## config.mk

```make
export PLATFORM = sky130hd
export DESIGN_NAME = sreg_bridge
export DESIGN_NICKNAME = d
export VERILOG_FILES = /design/src/rtl/sreg_pkg.sv /design/src/rtl/sreg_wfifo.sv /design/src/rtl/sreg_link.sv /design/src/rtl/sreg_bridge.sv
export SDC_FILE = /design/constraint.sdc
export NUM_CORES = 1
export LEC_CHECK = 0
export ABC_AREA = 0
export BUFFER_PORTS_ARGS = -buffer_cell sky130_fd_sc_hd__buf_2
export CORE_MARGIN = 2
export CORE_UTILIZATION = 60
export CTS_BUF_LIST = sky130_fd_sc_hd__clkbuf_8 sky130_fd_sc_hd__clkbuf_16
export CTS_CLUSTER_SIZE = 12
export DETAILED_ROUTE_END_ITERATION = 8
export PLACE_DENSITY = 0.8
export SYNTH_ARGS = -nofsm -noshare
export SYNTH_HDL_FRONTEND = slang
export SYNTH_SLANG_ARGS = --single-unit
```

## constraint.sdc

```tcl
create_clock -name clk -period 9.9 [get_ports clk]
set_input_delay 2.475 -clock clk [delete_from_list [all_inputs] [get_ports clk]]
set_output_delay 2.475 -clock clk [all_outputs]
set_load 0.01 [all_outputs]
```

## src/rtl/sreg_pkg.sv

```systemverilog
// Shared constants and types for the serial register bridge.
// Assumes a 16-bit host byte address and 16-bit slave registers.
package sreg_pkg;
    localparam int SADDR_W  = 12;
    localparam int SDATA_W  = 16;
    localparam int FRAME_W  = 1 + SADDR_W + SDATA_W;
    localparam int HADDR_W  = 16;
    localparam int HDATA_W  = 32;

    localparam logic [HADDR_W-1:0] OFS_RDCMD  = 16'h0028;
    localparam logic [HADDR_W-1:0] OFS_RDRES  = 16'h002C;
    localparam logic [HADDR_W-1:0] OFS_STAT   = 16'h0030;
    localparam logic [HADDR_W-1:0] WIN_BASE   = 16'h8000;
    localparam int                 WIN_BITS   = 12;

    localparam int BUSY_BIT  = 31;
    localparam int OVF_BIT   = 12;
    localparam int FULL_BIT  = 11;
    localparam int EMPTY_BIT = 10;

    typedef struct packed {
        logic [SADDR_W-1:0] addr;
        logic [SDATA_W-1:0] data;
    } wr_entry_t;

    typedef enum logic {
        DIR_WRITE = 1'b0,
        DIR_READ  = 1'b1
    } dir_e;
endpackage

```

## src/rtl/sreg_wfifo.sv

```systemverilog
// Write queue for slave address/data pairs.
// A push is accepted when the queue is not full, or when a pop happens in
// the same cycle. A pop is honoured only while the queue holds data.
// Assumes DEPTH >= 2.
module sreg_wfifo #(
    parameter int DEPTH = 8,
    parameter int W     = 28
) (
    input  logic                       clk,
    input  logic                       rst_n,
    input  logic                       push,
    input  logic [W-1:0]               din,
    input  logic                       pop,
    output logic [W-1:0]               dout,
    output logic                       full,
    output logic                       empty,
    output logic                       accepted,
    output logic [$clog2(DEPTH+1)-1:0] count
);
    localparam int PW = $clog2(DEPTH);
    localparam int CW = $clog2(DEPTH+1);

    logic [W-1:0]  mem [DEPTH];
    logic [PW-1:0] wp, rp;
    logic [CW-1:0] cnt;
    logic          pop_ok;

    // Flags and handshake qualifiers derived from the fill count
    always_comb begin
        full     = (cnt == CW'(DEPTH));
        empty    = (cnt == '0);
        accepted = push && (!full || pop);
        pop_ok   = pop && !empty;
        dout     = mem[rp];
        count    = cnt;
    end

    // Storage array written on accepted pushes
    always_ff @(posedge clk) begin
        if (accepted) mem[wp] <= din;
    end

    // Pointer and count bookkeeping
    always_ff @(posedge clk) begin
        if (!rst_n) begin
            wp  <= '0;
            rp  <= '0;
            cnt <= '0;
        end else begin
            if (accepted) wp <= (wp == PW'(DEPTH-1)) ? '0 : wp + 1'b1;
            if (pop_ok)   rp <= (rp == PW'(DEPTH-1)) ? '0 : rp + 1'b1;
            if (accepted && !pop_ok)      cnt <= cnt + 1'b1;
            else if (!accepted && pop_ok) cnt <= cnt - 1'b1;
        end
    end


    fifo_full_drop_chk: assert property (@(posedge clk) disable iff (!rst_n)
        (push && full && !pop) |=> (cnt == $past(cnt)));


    fifo_fill_step_chk: assert property (@(posedge clk) disable iff (!rst_n)
        (push && !full && !pop) |=> (cnt == $past(cnt) + 1'b1));
endmodule

```

## src/rtl/sreg_link.sv

```systemverilog
// Serial frame engine. One frame is a direction bit, an address and a data
// word, sent MSB first. The serial clock is clk / CLK_DIV: low for the first
// half of each bit, high for the second half. MOSI moves while the clock is
// low, and MISO is captured as the clock rises during the data bits.
// Assumes CLK_DIV is even and >= 2, and that start is raised only while idle.
module sreg_link
    import sreg_pkg::*;
#(
    parameter int CLK_DIV = 4
) (
    input  logic               clk,
    input  logic               rst_n,
    input  logic               start,
    input  dir_e               dir,
    input  logic [SADDR_W-1:0] addr,
    input  logic [SDATA_W-1:0] wdata,
    output logic               busy,
    output logic               done,
    output logic [SDATA_W-1:0] rdata,
    output logic               ser_clk,
    output logic               ser_sel,
    output logic               ser_mosi,
    input  logic               ser_miso
);
    localparam int HALF     = CLK_DIV / 2;
    localparam int PHW      = (CLK_DIV > 2) ? $clog2(CLK_DIV) : 1;
    localparam int BCW      = $clog2(FRAME_W);
    localparam int DATA_POS = 1 + SADDR_W;

    logic               active;
    logic [PHW-1:0]     ph;
    logic [BCW-1:0]     bitn;
    logic [FRAME_W-1:0] shreg;
    logic [SDATA_W-1:0] rsh;

    // Pin drive derived from the frame state
    always_comb begin
        busy     = active;
        ser_sel  = active;
        ser_clk  = active && (ph >= PHW'(HALF));
        ser_mosi = active && shreg[FRAME_W-1];
        rdata    = rsh;
    end

    // Frame sequencing: phase counter, bit counter, shift registers
    always_ff @(posedge clk) begin
        if (!rst_n) begin
            active <= 1'b0;
            ph     <= '0;
            bitn   <= '0;
            shreg  <= '0;
            rsh    <= '0;
            done   <= 1'b0;
        end else begin
            done <= 1'b0;
            if (!active) begin
                if (start) begin
                    active <= 1'b1;
                    ph     <= '0;
                    bitn   <= '0;
                    shreg  <= {dir, addr, wdata};
                end
            end else begin
                ph <= (ph == PHW'(CLK_DIV-1)) ? '0 : ph + 1'b1;
                if (ph == PHW'(HALF-1) && bitn >= BCW'(DATA_POS))
                    rsh <= {rsh[SDATA_W-2:0], ser_miso};
                if (ph == PHW'(CLK_DIV-1)) begin
                    if (bitn == BCW'(FRAME_W-1)) begin
                        active <= 1'b0;
                        done   <= 1'b1;
                    end else begin
                        bitn  <= bitn + 1'b1;
                        shreg <= {shreg[FRAME_W-2:0], 1'b0};
                    end
                end
            end
        end
    end


    link_start_idle_chk: assert property (@(posedge clk) disable iff (!rst_n)
        start |-> !active);


    link_done_pulse_chk: assert property (@(posedge clk) disable iff (!rst_n)
        done |=> !done);
endmodule

```

## src/rtl/sreg_bridge.sv

```systemverilog
// Host-to-serial register bridge top. Decodes the host port, queues window
// writes, runs posted reads behind the queued writes, and shapes the
// read-result and status words.
// Assumes a single host access per cycle (rd and wr never both set).
module sreg_bridge
    import sreg_pkg::*;
#(
    parameter int FIFO_DEPTH = 8,
    parameter int CLK_DIV    = 4
) (
    input  logic               clk,
    input  logic               rst_n,
    input  logic [HADDR_W-1:0] host_addr,
    input  logic               host_rd,
    input  logic               host_wr,
    input  logic [HDATA_W-1:0] host_wdata,
    output logic [HDATA_W-1:0] host_rdata,
    output logic               ser_clk,
    output logic               ser_sel,
    output logic               ser_mosi,
    input  logic               ser_miso
);
    localparam int CW = $clog2(FIFO_DEPTH+1);
    localparam int EW = $bits(wr_entry_t);

    logic               win_hit, win_wr, cmd_wr, stat_wr;
    wr_entry_t          push_ent, head_ent;
    logic               fifo_full, fifo_empty, fifo_acc, fifo_pop;
    logic [CW-1:0]      fifo_cnt;
    logic               link_busy, link_done, link_start;
    dir_e               link_dir;
    logic [SADDR_W-1:0] link_addr;
    logic [SDATA_W-1:0] link_wdata, link_rdata;
    logic               start_wr, start_rd;
    logic               rd_busy, rd_issued, ovf;
    logic [SADDR_W-1:0] rd_addr, rd_echo;
    logic [SDATA_W-1:0] rd_val;
    logic [HDATA_W-1:0] stat_word, res_word;

    // Host address decode
    always_comb begin
        win_hit  = (host_addr[HADDR_W-1:WIN_BITS] == WIN_BASE[HADDR_W-1:WIN_BITS]);
        win_wr   = host_wr && win_hit;
        cmd_wr   = host_wr && (host_addr == OFS_RDCMD);
        stat_wr  = host_wr && (host_addr == OFS_STAT);
        push_ent = '{addr: host_addr[SADDR_W-1:0], data: host_wdata[SDATA_W-1:0]};
    end

    sreg_wfifo #(
        .DEPTH (FIFO_DEPTH),
        .W     (EW)
    ) u_wfifo (
        .clk      (clk),
        .rst_n    (rst_n),
        .push     (win_wr),
        .din      (push_ent),
        .pop      (fifo_pop),
        .dout     (head_ent),
        .full     (fifo_full),
        .empty    (fifo_empty),
        .accepted (fifo_acc),
        .count    (fifo_cnt)
    );

    // Frame scheduler: queued writes first, the posted read only once drained
    always_comb begin
        start_wr   = !link_busy && !fifo_empty;
        start_rd   = !link_busy && fifo_empty && rd_busy && !rd_issued;
        link_start = start_wr || start_rd;
        fifo_pop   = start_wr;
        link_dir   = start_wr ? DIR_WRITE : DIR_READ;
        link_addr  = start_wr ? head_ent.addr : rd_addr;
        link_wdata = start_wr ? head_ent.data : '0;
    end

    sreg_link #(
        .CLK_DIV (CLK_DIV)
    ) u_link (
        .clk      (clk),
        .rst_n    (rst_n),
        .start    (link_start),
        .dir      (link_dir),
        .addr     (link_addr),
        .wdata    (link_wdata),
        .busy     (link_busy),
        .done     (link_done),
        .rdata    (link_rdata),
        .ser_clk  (ser_clk),
        .ser_sel  (ser_sel),
        .ser_mosi (ser_mosi),
        .ser_miso (ser_miso)
    );

    // Posted-read tracking: command capture, issue mark, result capture
    always_ff @(posedge clk) begin
        if (!rst_n) begin
            rd_busy   <= 1'b0;
            rd_issued <= 1'b0;
            rd_addr   <= '0;
            rd_echo   <= '0;
            rd_val    <= '0;
        end else begin
            if (cmd_wr && !rd_busy) begin
                rd_busy <= 1'b1;
                rd_addr <= host_wdata[SADDR_W-1:0];
            end
            if (start_rd) rd_issued <= 1'b1;
            if (link_done && rd_issued) begin
                rd_busy   <= 1'b0;
                rd_issued <= 1'b0;
                rd_val    <= link_rdata;
                rd_echo   <= rd_addr;
            end
        end
    end

    // Sticky overflow: set by a dropped window write, cleared by write-one
    always_ff @(posedge clk) begin
        if (!rst_n)                              ovf <= 1'b0;
        else if (win_wr && !fifo_acc)            ovf <= 1'b1;
        else if (stat_wr && host_wdata[OVF_BIT]) ovf <= 1'b0;
    end

    // Status and read-result word assembly
    always_comb begin
        stat_word            = '0;
        stat_word[OVF_BIT]   = ovf;
        stat_word[FULL_BIT]  = fifo_full;
        stat_word[EMPTY_BIT] = fifo_empty;
        stat_word[CW-1:0]    = fifo_cnt;
        res_word = {rd_busy, {(HDATA_W-1-SADDR_W-SDATA_W){1'b0}}, rd_echo, rd_val};
    end

    // Registered host read mux
    always_ff @(posedge clk) begin
        if (!rst_n) begin
            host_rdata <= '0;
        end else if (host_rd) begin
            case (host_addr)
                OFS_RDCMD: host_rdata <= HDATA_W'(rd_addr);
                OFS_RDRES: host_rdata <= res_word;
                OFS_STAT:  host_rdata <= stat_word;
                default:   host_rdata <= '0;
            endcase
        end
    end


    rd_after_writes_chk: assert property (@(posedge clk) disable iff (!rst_n)
        (link_start && link_dir == DIR_READ) |-> fifo_empty);


    busy_rise_chk: assert property (@(posedge clk) disable iff (!rst_n)
        $rose(rd_busy) |-> $past(cmd_wr));


    addr_hold_chk: assert property (@(posedge clk) disable iff (!rst_n)
        (rd_busy && cmd_wr) |=> $stable(rd_addr));


    ovf_rise_chk: assert property (@(posedge clk) disable iff (!rst_n)
        $rose(ovf) |-> $past(win_wr && fifo_full && !fifo_pop));
endmodule

```

# [Word-level counts from Yosys, hierarchy flattened]
# Memory sizes are Yosys's and may differ from the RTL's. A register that Yosys moved wholly into a read port is not among the register bits.
# Index checks and enable logic that the tools add are counted.
[classes] n_bitwise=1 n_mux=30 reduce_logical=35 multipliers=0 n_eq_ne=12 div_mod_pow=0 order_cmp=2 n_shift=0 add_sub_neg=6
[op_table] operator="$mux W29" n=4
[op_table] operator="$pmux W32 S3" n=1
[op_table] operator="$eq A16 B6 Y1 const B" n=3
[op_table] operator="$mux W5" n=4
[op_table] operator="$logic_and A1 B1 Y1" n=18
[op_table] operator="$mux W16" n=1
[op_table] operator="$mux W12" n=1
[op_table] operator="$mux W3" n=4
[op_table] operator="$mux W1" n=10
[op_table] operator="$eq A4 B4 Y1 const B" n=2
[op_table] operator="$mux W4" n=2
[op_table] operator="$logic_not A1 Y1" n=7
[op_table] operator="$add A3 B1 Y3 const B" n=2
[op_table] operator="$eq A3 B3 Y1 const B" n=2
[op_table] operator="$mux W2" n=3
[op_table] operator="$reduce_and A3 Y1" n=2
[op_table] operator="$reduce_bool A2 Y1" n=3
[op_table] operator="$add A5 B1 Y5 const B" n=1
[op_table] operator="$eq A5 B5 Y1 const B" n=1
[op_table] operator="$ge A5 B4 Y1 const B" n=1
[op_table] operator="$add A4 B1 Y4 const B" n=1
[op_table] operator="$logic_not A4 Y1" n=1
[op_table] operator="$ne A2 B2 Y1 const B" n=2
[op_table] operator="$sub A4 B1 Y4 const B" n=1
[op_table] operator="other kinds (8)" n=9
[totals] input_bits=53 latch_bits=0 mem_bits_rw=224 n_memories=1 mem_bits_ro=0 word_cells=103 regBits=139
[mem_list] memory="u_wfifo.mem" depth=8 width=28 read_ports=1 rd_clocked_by_memory_dff=1 write_ports=1 line="sreg_wfifo.sv:23" rtl="logic [W-1:0] mem [DEPTH];"

# [Longest topological paths before layout]
[logic_depth] word_depth=9 depth_mapped=12 depth_no_buf=10

# [Cells and area by module]
# Synthesis repeated with hierarchy kept, for this count alone.
[unflattened] cells_unflattened=1051 area_unflattened_um2=15135.8
[by_module_without_submodules] module="sreg_wfifo" n_inst=1 area_each_um2=9148.8 cells_each=399 seq_area_each_um2=6986.7
[by_module_without_submodules] module="sreg_bridge" n_inst=1 area_each_um2=3439.5 cells_each=392 seq_area_each_um2=1441.4
[by_module_without_submodules] module="sreg_link" n_inst=1 area_each_um2=2547.4 cells_each=260 seq_area_each_um2=1081.0

# [Worst setup path before layout]
# Ideal clock, no wire load.
[synth_timing] path_type="input-to-reg" startpoint="input host_addr[13]" endpoint="memory u_wfifo.mem[4][0] (enable)" required_ns=9.406 stages=5 setup_slack_ns=2.869 arrival_time_ns=6.537 path_cell_list="or3_1 clkbuf_1 a311o_1 clkbuf_1 nor4b_1"
[synth_between] elab_chain_cells=5
[synth_rtl] item="start, declared" line="sreg_bridge.sv:13" rtl="input logic [HADDR_W-1:0] host_addr,"
[synth_rtl] item="$eq A4 B4 Y1" line="sreg_bridge.sv:42" rtl="win_hit = (host_addr[HADDR_W-1:WIN_BITS] == WIN_BASE[HADDR_W-1:WIN_BITS]);"
[synth_rtl] item="$logic_and A1 B1 Y1" line="sreg_bridge.sv:43" rtl="win_wr = host_wr && win_hit;"
[synth_rtl] item="$logic_and A1 B1 Y1" line="sreg_wfifo.sv:32" rtl="accepted = push && (!full || pop);"
[synth_rtl] item="$mux W1" line="sreg_wfifo.sv:40" rtl="if (accepted) mem[wp] <= din;"
[synth_rtl] item="$mux W1 (not written as such)" line="sreg_wfifo.sv:40"
[synth_rtl] item="end, declared" line="sreg_wfifo.sv:23"
# No other way between the ends.

# [Worst setup path in the final report]
[layout_timing] startpoint="input host_addr[13]" endpoint="memory u_wfifo.mem[1][23] (enable)"
[layout_between] elab_chain_cells=5
[layout_rtl] item="$eq A4 B4 Y1" line="sreg_bridge.sv:42"
[layout_rtl] item="$logic_and A1 B1 Y1" line="sreg_bridge.sv:43"
[layout_rtl] item="$logic_and A1 B1 Y1" line="sreg_wfifo.sv:32"
[layout_rtl] item="net fifo_acc" line="sreg_bridge.sv:28" rtl="logic fifo_full, fifo_empty, fifo_acc, fifo_pop;"
[layout_rtl] item="$mux W1" line="sreg_wfifo.sv:40"
[layout_rtl] item="$mux W1 (not written as such)" line="sreg_wfifo.sv:40"
# The timed path passes the listed nets, and every way through them passes these cells.

==> results.sh <==
export IMPL_reg2reg_from="u_wfifo.count[0]"
export IMPL_cts_buffer_depth=3
export IMPL_crit_chain="buf_2 -> or3_1 -> a311o_1 -> inv_2 -> nand2_1 -> nor3_2 -> buf_4"
export IMPL_cts_clk_slew_worst_paths_ns=0.06
export IMPL_grt_max_degree=88
export IMPL_area_growth_pct=12.0
export IMPL_dpl_hpwl_um=18800
export IMPL_hold_violations=0
export IMPL_drc=0
export IMPL_numCtsBuffers=37
export IMPL_ys_seq_area_share_pct=65.8
export IMPL_min_from="host_rdata[11]"
export IMPL_crit_arrival_ns=5.18
export IMPL_ys_ff_latch=363
export IMPL_hold_buffers=0
export IMPL_crit_path_end_kind="flop"
export IMPL_rsz0062_at_grt="false"
export IMPL_synth_cells=1036
export IMPL_setup_viol=0
export IMPL_cts_htree_levels=2
export IMPL_grt_pass1_vias=8990
export IMPL_r2r_end="u_wfifo.count[3]"
export IMPL_layout_common_cells="edfxtp_1 (224), dfxtp_1 (136), nand2_1 (99)"
export IMPL_finalWeightedCongestion=0.847
export IMPL_die_width_um=159
export IMPL_grt_remaining_overflow=0
export IMPL_cts_resized=0
export IMPL_seq_area_um2=9520
export IMPL_synthesis_area_um2=14500
export IMPL_ys_flop_type="edfxtp_1"
export IMPL_vdd_drop_max_v=0.000156
export IMPL_core_area_um2=23500
export IMPL_first_pass_iters=6
export IMPL_cp_max_fo=20
export IMPL_ys_types=59
export IMPL_drtAntennaViolNets=0
export IMPL_routedWlPerCell_um=22.5
export IMPL_antenna_found_initial=1
export IMPL_fmax_mhz=200
export IMPL_min_to="host_rdata[11]"
export IMPL_maxCapViolations=0
export IMPL_boundaryPins=88
export IMPL_avgViaCountPerCell=6.38
export IMPL_multi_input_area_um2=4640
export IMPL_grt_pass1_wl_um=50800
export IMPL_final_common_cell="edfxtp_1"
export IMPL_drive_gt1_share_pct=21.7
export IMPL_async_reset_ff_share_pct=0
export IMPL_slowest_delay_ns=0.77
export IMPL_worst_pin_slew_ns=1.16
export IMPL_critical_path_class="in -> reg"
export IMPL_timing_final_ws_setup_ns=4.91
export IMPL_r2r_cells=10
export IMPL_clock_sinks=363
export IMPL_dieArea_um2=25400
export IMPL_root_buffer="clkbuf_16"
export IMPL_outcome="finished clean"
export IMPL_cp_start_kind="input port"
export IMPL_grt_util_all_layers_pct=25.7
export IMPL_rows=56
export IMPL_synth_area_per_cell_um2=14.0
export IMPL_n_fill_cell=1589
export IMPL_clock_skew_ns=0.0155
export IMPL_r2r_setup_slack_ns=6.46
export IMPL_num_vias=9153
export IMPL_tns_ns=0
export IMPL_drt_iter0_markers=1099
export IMPL_slew_headroom_pct=22.9
export IMPL_finalCritPeriodShare_pct=50.4
export IMPL_dp_slack_ns=4.40
export IMPL_tritoncts="yes"
export IMPL_nets=1154
export IMPL_worstHoldPathCells=2
export IMPL_utilization_pct=68.8
export IMPL_period_needed_ns=4.99
export IMPL_initial_core_util_pct=61.4
export IMPL_p_leak_nw=5.61
export IMPL_cp_required_ns=10.09
export IMPL_die_height_um=159
export IMPL_slew_viol_final=0
export IMPL_synth_edf_count=224
export IMPL_totalWireLength_um=32300
export IMPL_cts_setup_buffers=0
export IMPL_clk_latency_ns=0.52
export IMPL_crit_slowest_cell="nor3_2"
export IMPL_ys_warn_count=0
export IMPL_io_buffer_count=68
export IMPL_power_density_nw_per_um2=244
export IMPL_hold_path_class="reg -> reg"
## critical path, delay by kind of cell
kind	cells	cell delay (ns)
and+or+nand+nor	3	1.46
buffers and inverters	3	0.70
AOI/OAI and AO/OA	1	0.54
## cells in the mapped netlist, drive strengths merged, types with 16 or more instances
cell type,instances,area (um^2)
a21oi,91,455
a31oi,16,100
a32o,16,160
buf,28,153
clkbuf,47,176
dfxtp,139,2780
edfxtp,224,6730
mux2i,22,220
mux4,56,1260
nand2,99,372
nand2b,25,156
nand3,57,285
nor2,45,171
o21ai,22,110
## routing by layer
layer	up-vias	part of all wire, %	global-route usage [%]
met5	-	0	0
met4	0	4.5	11.9
met3	97	8.7	4.06
met2	457	48	41.0
met1	4530	38	35.2
li1	4069	-	-
## worst max-delay path by stage
stage	slack [ns]	from	cells past startpoint	endpoint
3_3_place_gp	4.48	host_addr[13]	7	u_wfifo.mem[1][23]
3_5_place_dp	4.40	host_addr[13]	7	u_wfifo.mem[1][23]
5_1_grt	4.81	host_addr[13]	7	u_wfifo.mem[1][23]
4_1_cts	4.94	host_addr[13]	7	u_wfifo.mem[1][19]
2_1_floorplan	2.87	host_addr[13]	5	u_wfifo.mem[4][0]
6_report	4.91	host_addr[13]	7	u_wfifo.mem[1][23]
## kinds of logic after synthesis
kind of cell	after synthesis	share of synthesized area, %
multiplexers	90	11.2
adder cells (fa/ha/maj)	14	1.26
other	1	0.0259
buffers and inverters	85	2.54
AND/OR/NAND/NOR	279	9.57
XOR/XNOR	2	0.121
AO/OA/AOI/OAI	202	9.55
flip-flops	363	65.8
## report_power, final
group	total [mW]	switching, mW	internal [mW]
combinational	0.911	0.531	0.380
clock	1.29	0.541	0.744
sequential	1.76	0.0675	1.69
total	3.95	1.14	2.81
## layout make-up
type,instances,share of cell area [%]
Timing Repair Buffer,85,2.89
Inverter,10,0.240
Tap cell,319,2.46
Multi-Input combinational cell,590,28.6
Sequential cell,363,58.8
Clock buffer,44,6.45
Clock inverter,21,0.525
Antenna cell,2,0.0309
## state kept, by name, indices dropped and copies added (netlist names), named ones only
register and flops:
u_wfifo.mem 224, host_rdata 29, u_link.shreg 29, rd_val 16
u_link.rdata 16, rd_addr 12, rd_echo 12, u_link.bitn 5
u_wfifo.count 4, u_wfifo.rp 3, u_wfifo.wp 3, u_link.ph 2
ovf 1, rd_busy 1, rd_issued 1, u_link.busy 1
u_link.done 1
## through the flow
| stage | instance area, um^2 | power, mW | cells | hold WS, ns |
|---|---|---|---|---|
| 2_1_floorplan | 14500 | 2.47 | 1038 | 0.432 |
| 3_3_place_gp | 15100 | 2.65 | 1367 | 0.442 |
| 3_5_place_dp | 15100 | 2.68 | 1367 | 0.437 |
| 4_1_cts | 16200 | 3.97 | 1432 | 0.451 |
| 5_1_grt | 16200 | 4.11 | 1433 | 0.476 |
| 6_report | 16200 | 3.95 | 1434 | 0.449 |
Note: power is estimated with default switching activity, not from simulation.
